$ cat config.mk
export PLATFORM = sky130hd
export DESIGN_NAME = gpio_trig_detect
export DESIGN_NICKNAME = d
export VERILOG_FILES = /design/src/rtl/gpio_trig_pkg.sv /design/src/rtl/gpio_mode_sel.sv /design/src/rtl/gpio_trig_cell.sv /design/src/rtl/gpio_trig_detect.sv
export SDC_FILE = /design/constraint.sdc
export NUM_CORES = 1
export LEC_CHECK = 0
export ABC_AREA = 1
export BUFFER_PORTS_ARGS = -buffer_cell sky130_fd_sc_hd__buf_2
export CAP_MARGIN = 25
export CORE_MARGIN = 1.5
export CORE_UTILIZATION = 40
export CTS_BUF_LIST = sky130_fd_sc_hd__clkbuf_4 sky130_fd_sc_hd__clkbuf_8
export CTS_CLUSTER_DIAMETER = 80
export CTS_CLUSTER_SIZE = 20
export DETAILED_ROUTE_END_ITERATION = 10
export PLACE_DENSITY = 0.84
export SKIP_LAST_GASP = 1
export SLEW_MARGIN = 5
export SYNTH_ARGS = -nofsm -noshare
export SYNTH_HDL_FRONTEND = slang
export SYNTH_SLANG_ARGS = --single-unit
$ cat constraint.sdc
create_clock -name clk_i -period 1.9 [get_ports clk_i]
set_clock_uncertainty 0.05 [all_clocks]
set_input_delay 0.19 -clock clk_i [delete_from_list [all_inputs] [get_ports clk_i]]
set_output_delay 0.19 -clock clk_i [all_outputs]
set_load 0.03 [all_outputs]
$ cat src/rtl/gpio_trig_pkg.sv
package gpio_trig_pkg;
  localparam int unsigned LANE_W   = 16;
  localparam int unsigned MODE_W   = 3;
  localparam int unsigned NIB_W    = 4;
  localparam int unsigned WORD_W   = 32;
  localparam int unsigned PER_WORD = WORD_W / NIB_W;

  typedef enum logic [MODE_W-1:0] {
    TM_FALL = 3'd0,
    TM_RISE = 3'd1,
    TM_LOW  = 3'd2,
    TM_HIGH = 3'd3,
    TM_BOTH = 3'd4
  } trig_mode_e;
endpackage

$ cat src/rtl/gpio_mode_sel.sv
module gpio_mode_sel
  import gpio_trig_pkg::*;
#(
  parameter int unsigned NPINS = 12
) (
  input  logic [WORD_W-1:0]       mode_lo_i,
  input  logic [WORD_W-1:0]       mode_hi_i,
  output logic [NPINS*MODE_W-1:0] mode_o
);
  logic unused_mode;
  assign unused_mode = ^{mode_lo_i, mode_hi_i};

  for (genvar k = 0; k < NPINS; k++) begin : g_lane
    if (k < PER_WORD) begin : g_lo
      assign mode_o[k*MODE_W +: MODE_W] = mode_lo_i[k*NIB_W +: MODE_W];
    end else begin : g_hi
      assign mode_o[k*MODE_W +: MODE_W] = mode_hi_i[(k-PER_WORD)*NIB_W +: MODE_W];
    end
  end
endmodule

$ cat src/rtl/gpio_trig_cell.sv
module gpio_trig_cell
  import gpio_trig_pkg::*;
(
  input  logic              clk_i,
  input  logic              rst_ni,
  input  logic              pin_i,
  input  logic              prev_i,
  input  logic              armed_i,
  input  logic [MODE_W-1:0] mode_i,
  input  logic              en_i,
  input  logic              ack_i,
  output logic              st_o
);
  logic hit, set, st_q;

  always_comb begin
    unique case (mode_i)
      TM_FALL: hit = armed_i & prev_i & ~pin_i;
      TM_RISE: hit = armed_i & ~prev_i & pin_i;
      TM_BOTH: hit = armed_i & (prev_i ^ pin_i);
      TM_LOW:  hit = ~pin_i;
      TM_HIGH: hit = pin_i;
      default: hit = 1'b0;
    endcase
  end

  assign set = en_i & hit;

  always_ff @(posedge clk_i or negedge rst_ni) begin
    if (!rst_ni) st_q <= 1'b0;
    else         st_q <= (st_q & ~ack_i) | set;
  end

  assign st_o = st_q;

  a_r5_ack_clears: assert property (@(posedge clk_i) disable iff (!rst_ni)
    (ack_i && !set) |=> !st_o);
  a_r7_disabled_quiet: assert property (@(posedge clk_i) disable iff (!rst_ni)
    (!en_i && !ack_i && !st_o) |=> !st_o);
  a_r8_bad_code_quiet: assert property (@(posedge clk_i) disable iff (!rst_ni)
    (mode_i > 3'd4 && !st_o) |=> !st_o);
  a_r4_level_sets: assert property (@(posedge clk_i) disable iff (!rst_ni)
    (en_i && ((mode_i == TM_HIGH && pin_i) || (mode_i == TM_LOW && !pin_i))) |=> st_o);
  a_r6_edge_wins: assert property (@(posedge clk_i) disable iff (!rst_ni)
    (en_i && armed_i && mode_i == TM_RISE && pin_i && !prev_i) |=> st_o);
endmodule

$ cat src/rtl/gpio_trig_detect.sv
module gpio_trig_detect
  import gpio_trig_pkg::*;
#(
  parameter int unsigned NPINS = 12
) (
  input  logic              clk_i,
  input  logic              rst_ni,
  input  logic [LANE_W-1:0] pin_i,
  input  logic [WORD_W-1:0] mode_lo_i,
  input  logic [WORD_W-1:0] mode_hi_i,
  input  logic [LANE_W-1:0] en_i,
  input  logic [LANE_W-1:0] mask_i,
  input  logic [LANE_W-1:0] ack_i,
  output logic [LANE_W-1:0] status_o,
  output logic [LANE_W-1:0] disp_o,
  output logic              irq_o
);
  localparam int unsigned MW = NPINS * MODE_W;

  logic [MW-1:0]    mode;
  logic [NPINS-1:0] prev_q, st;
  logic             armed_q;
  logic             unused_in;

  assign unused_in = ^{pin_i, en_i, mask_i, ack_i};

  gpio_mode_sel #(.NPINS(NPINS)) u_mode_sel (
    .mode_lo_i (mode_lo_i),
    .mode_hi_i (mode_hi_i),
    .mode_o    (mode)
  );

  // First clock after reset only captures the pins.
  always_ff @(posedge clk_i or negedge rst_ni) begin
    if (!rst_ni) begin
      prev_q  <= '0;
      armed_q <= 1'b0;
    end else begin
      prev_q  <= pin_i[NPINS-1:0];
      armed_q <= 1'b1;
    end
  end

  for (genvar k = 0; k < NPINS; k++) begin : g_cell
    gpio_trig_cell u_cell (
      .clk_i   (clk_i),
      .rst_ni  (rst_ni),
      .pin_i   (pin_i[k]),
      .prev_i  (prev_q[k]),
      .armed_i (armed_q),
      .mode_i  (mode[k*MODE_W +: MODE_W]),
      .en_i    (en_i[k]),
      .ack_i   (ack_i[k]),
      .st_o    (st[k])
    );
  end

  assign status_o = LANE_W'(st);
  assign disp_o   = LANE_W'(st & en_i[NPINS-1:0] & ~mask_i[NPINS-1:0]);
  assign irq_o    = |disp_o;

  a_r11_irq_needs_status: assert property (@(posedge clk_i) disable iff (!rst_ni)
    irq_o |-> (|status_o));
  a_r12_first_clock_quiet: assert property (@(posedge clk_i) disable iff (!rst_ni)
    (!armed_q && !(|st) && (|pin_i[NPINS-1:0]) && !(|(mode_lo_i & 32'h2222_2222))
     && !(|(mode_hi_i & 32'h2222_2222))) |=> (status_o == '0));
endmodule

# == After elaboration in Yosys (flattened, before gate mapping) ==
# Cells that the tools add are included.
# word_totals
ff_bits,25
latchBits,0
mem_bits_rw,0
romBits,0
out_inout_bits,33
elab_cells,234
in_bits,130
mem_count,0
# classes
div_mod_pow,0
n_reduce_logical,13
magnitude_cmp,0
shifts,0
bitwise,147
eq_ne,48
n_addsub,0
n_mul,0
n_mux,12
# ops
operator,count
1-bit AND,84
"3-bit by 2-bit == test with 1-bit output, second input constant",24
1-bit one-hot mux with 5 select lines,12
"3-bit by 1-bit == test with 1-bit output, second input constant",12
"3-bit == test, second input constant",12
3-bit zero test,12
1-bit inverter,36
12-bit by 16-bit AND with 16-bit output,1
12-bit inverter with 16-bit output,1
16-bit OR reduction,1
12-bit AND,1
1-bit OR,12
1-bit bitwise XOR,12

# == Logic depth before layout (Yosys ltp) ==
# depth
word_depth,6
ltp_mapped,6
depth_no_buf,6

# == Hierarchy ==
# A second synthesis with hierarchy kept.
# hier_totals
hier_cells,320
hier_area_um2,2035.7
# by_module_without_submodules
module,n_inst,seq_area_each_um2,cells_per_inst,area_per_inst_um2
gpio_trig_cell,12,25.0,18,95.1
gpio_trig_detect,1,325.3,68,624.3
gpio_mode_sel,1,0.0,36,270.3

# == Worst setup path before layout ==
# No wires, ideal clock.
# synth_timing
path_type,register -> output
start,register g_cell[9].u_cell.st_q
end,output irq_o
required_time_ps,1660
arrival_time_ps,881
path_slack_ps,779
path_stages_with_launch,7
n_path_buf,0
cell_sequence,dfrtp_1 > inv_1 > nor2_1 > nand2_1 > nand2_1 > nor2_1 > nand3_1
# synth_via
elab_chain_cells,3
# synth_rtl
item,line,text
"start, declared",gpio_trig_cell.sv:14,"logic hit, set, st_q;"
"start signal, assigned",gpio_trig_cell.sv:31,else st_q <= (st_q & ~ack_i) | set;
12-bit AND,gpio_trig_detect.sv:59,assign disp_o = LANE_W'(st & en_i[NPINS-1:0] & ~mask_i[NPINS-1:0]);
12-bit by 16-bit AND with 16-bit output,gpio_trig_detect.sv:59,
16-bit OR reduction,gpio_trig_detect.sv:60,assign irq_o = |disp_o;
"end, declared",gpio_trig_detect.sv:16,output logic irq_o
# No other way between the ends.

# == Worst setup path after layout ==
# layout_timing
start,register g_cell[10].u_cell.st_q
end,output irq_o
# layout_via
elab_chain_cells,3
# layout_rtl
item,line
"start, declared",gpio_trig_cell.sv:14
"start signal, assigned",gpio_trig_cell.sv:31
12-bit AND,gpio_trig_detect.sv:59
12-bit by 16-bit AND with 16-bit output,gpio_trig_detect.sv:59
16-bit OR reduction,gpio_trig_detect.sv:60
# No other way between the ends.

==> run_results.csv <==
group,metric,value,unit
cts,clk_pin_slew,90,ps
timing,drv_slew,0,
run_status,outcome,"finished, final reports clean",
cells_and_area,register_area,626,sq um
critical_path,worstRegToRegCells,4,
cts,clock_sinks,25,
floorplanning,die-area,5040,sq um
cells_and_area,n_antenna_cell,0,
pwr,pwr-share-seq,0.434,
route,vias_per_cell,4.40,
logic_synthesis,ys_top_cells_by_area,"dfrtp_1, nand2_1, inv_1",
global_route,grt_pass1_wl,7340,um
critical_path,critPathCaptureType,"output port",
cts,clock_latency,260,ps
critical_path,r2r_start,"armed_q",
cells_and_area,layout_commonest_cell,"buf_2",
hold_path,hold_path_class,"in -> reg",
cells_and_area,drive_gt1_frac,0.280,
pwr,peakVddDrop,290,uV
logic_synthesis,ys_seq_elements,25,
critical_path,r2r_slack,710,ps
cts,root_buffer,"clkbuf_8",
floorplanning,core-area,4410,sq um
logic_synthesis,yosysSeqAreaShare,0.338,
cts,htreeDepth,1,
hold_path,min_to,"g_cell[3].u_cell.st_o",
timing,hold_violations,0,
logic_synthesis,synth_top_area_share,0.338,
route,drc,0,
cells_and_area,final_cell_mix,"buf_2, nand2_1, inv_1, nor2_1, dfrtp_1",
timing,rsz0062_at_grt,"false",
hold_path,holdPathStages,4,
timing,period_needed,1540,ps
place,io_buffers,110,
cells_and_area,fillers,438,
route,wl,4480,um
cells_and_area,final_cells,466,
global_route,antenna_found_initial,0,
pwr,power.density,552,nW/um^2
timing,setup_viol,0,
global_route,grt-ovfl-total,0,
route,ant_nets,0,
hold_path,min-delay-start,"ack_i[3]",
global_route,grt_pass1_vias,1891,
timing,final.period_utilization,0.808,
timing,holdWs,88.5,ps
cells_and_area,multi_input_area,846,sq um
route,via_count,2050,
critical_path,cp-start-kind,"flip-flop",
floorplanning,die_h,71.0,um
global_route,grtUsageTotal,0.175,
timing,worstMarginPinSlew,589,ps
job,cap_violations,0,
timing,relSlewSlack,0.607,
place,gp_congestion,0.820,
logic_synthesis,synth_area,1850,sq um
global_route,grt_max_degree,26,
pwr,p_int,918,uW
timing,max_freq,651,MHz
logic_synthesis,syn-instance-count,301,
critical_path,cp_cell_sequence,"inv_1, nor2_1, nand2_1, nand2_1, nor2_1, nand3_1, buf_2",
route,wl_per_cell,9.61,um
critical_path,worst_ep_arrival_time,1300,ps
logic_synthesis,yosys_warnings,0,
critical_path,crit_type,"reg -> out",
pwr,p_leak,1.73,nW
critical_path,worstPathRequired,1660,ps
pwr,switching_share,0.338,
cts,numCtsBuffers,3,
place,post-dp-hpwl,3600,um
critical_path,worstReg2RegEnd,"g_cell[11].u_cell.st_o",
cells_and_area,area_growth,35.6,%
logic_synthesis,synth_area_per_cell,6.15,sq um
floorplanning,die_x,71.0,um
pwr,p_switching,469,uW
route,drtIter0Drc,64,
cts,clockBufferDepth,2,
floorplanning,rows,24,
critical_path,max_stage_delay,390,ps
cells_and_area,fin_nets,545,
critical_path,cp_max_fo,2,
floorplanning,initial_core_util,0.419,
pwr,totalPowerFinal,1.39,mW
route,first_pass_iters,4,
pwr,power_frac_clock,0.237,
cts,cts_tree,"yes",
pwr,pwr-share-comb,0.328,
logic_synthesis,synth_top_area_cell,"dfrtp_1",
critical_path,cp_slowest_cell,"dfrtp_1",
floorplanning,top_level_ports,163,
logic_synthesis,synth.distinct_cells,12,
place,placedCellCount,449,
cts,ctsResizeCount,0,
timing,fin_tns_setup,0,ps
stage by stage:
step                setup slack [ps]   util  instance area, sq um
global placement                 635  0.528                  2330
finish                           365  0.569                  2510
CTS                              319  0.566                  2500
floorplan                        779      -                  1880
global route                     256  0.569                  2510
detailed placement               634  0.528                  2330
power by group through the flow:
stage | sequential, mW | combinational [mW] | clock (mW)
detailed placement | 0.613 | 0.438 | 0
finish | 0.602 | 0.455 | 0.329
global route | 0.610 | 0.507 | 0.365
CTS | 0.603 | 0.457 | 0.351
floorplan | 0.603 | 0.309 | 0
global placement | 0.612 | 0.426 | 0
area by class of cell:
type | count | area share
multi-input combinational | 197 | 0.337
tap | 52 | 0.0259
inverter | 65 | 0.0972
sequential | 25 | 0.249
clock buffer | 4 | 0.0194
timing repair buffer | 123 | 0.271
layer usage:
metal / GRT usage / vias to the layer above / routed length (um)
met5: 0 / - / 0
met4: 0.0398 / 0 / 38
met3: 0.0399 / 6 / 360
met2: 0.345 / 83 / 2310
met1: 0.188 / 876 / 1770
li1: - / 1085 / -
synth_stat cells:
master	count
nand3_1	14
or2_2	2
buf_6	1
dfrtp_1	25
nand3b_1	5
o21bai_1	14
nor2_1	55
inv_1	65
o21ai_1	10
buf_4	20
conb_1	2
nand2_1	88
how the worst max path moves through the flow:
stage                            from     to  slack, ps  depth (start not counted)
2_1_floorplan   g_cell[9].u_cell.st_o  irq_o        780                          6
3_3_place_gp   g_cell[10].u_cell.st_o  irq_o        630                          7
3_5_place_dp   g_cell[10].u_cell.st_o  irq_o        630                          7
4_1_cts        g_cell[10].u_cell.st_o  irq_o        320                          7
5_1_grt        g_cell[11].u_cell.st_o  irq_o        260                          7
6_report       g_cell[10].u_cell.st_o  irq_o        360                          7
sequential cells by signal, summed over array words and instances (netlist names):
register            cells
g_cell.u_cell.st_o     12
prev_q                 12
armed_q                 1
kinds of logic after synthesis:
family                 count (synthesis)  share of synthesized area
buffers and inverters                 86                      0.219
and+or+nand+nor                      164                      0.355
DFF                                   25                      0.338
other                                  2                    0.00406
AOI/OAI and AO/OA                     24                     0.0838
what timing repair did:
action | CTS | global route
endpoints found under the hold margin | 36 | 1
setup buffers | 0 | 0
hold buffers | 12 | 1
worst max-delay path: cells and delay by family (launching register included):
family / cells / cell delay (ps)
flops: 1 / 390
buf+inv: 2 / 250
simple gates: 5 / 390
Power figures use the tool's default switching activity.
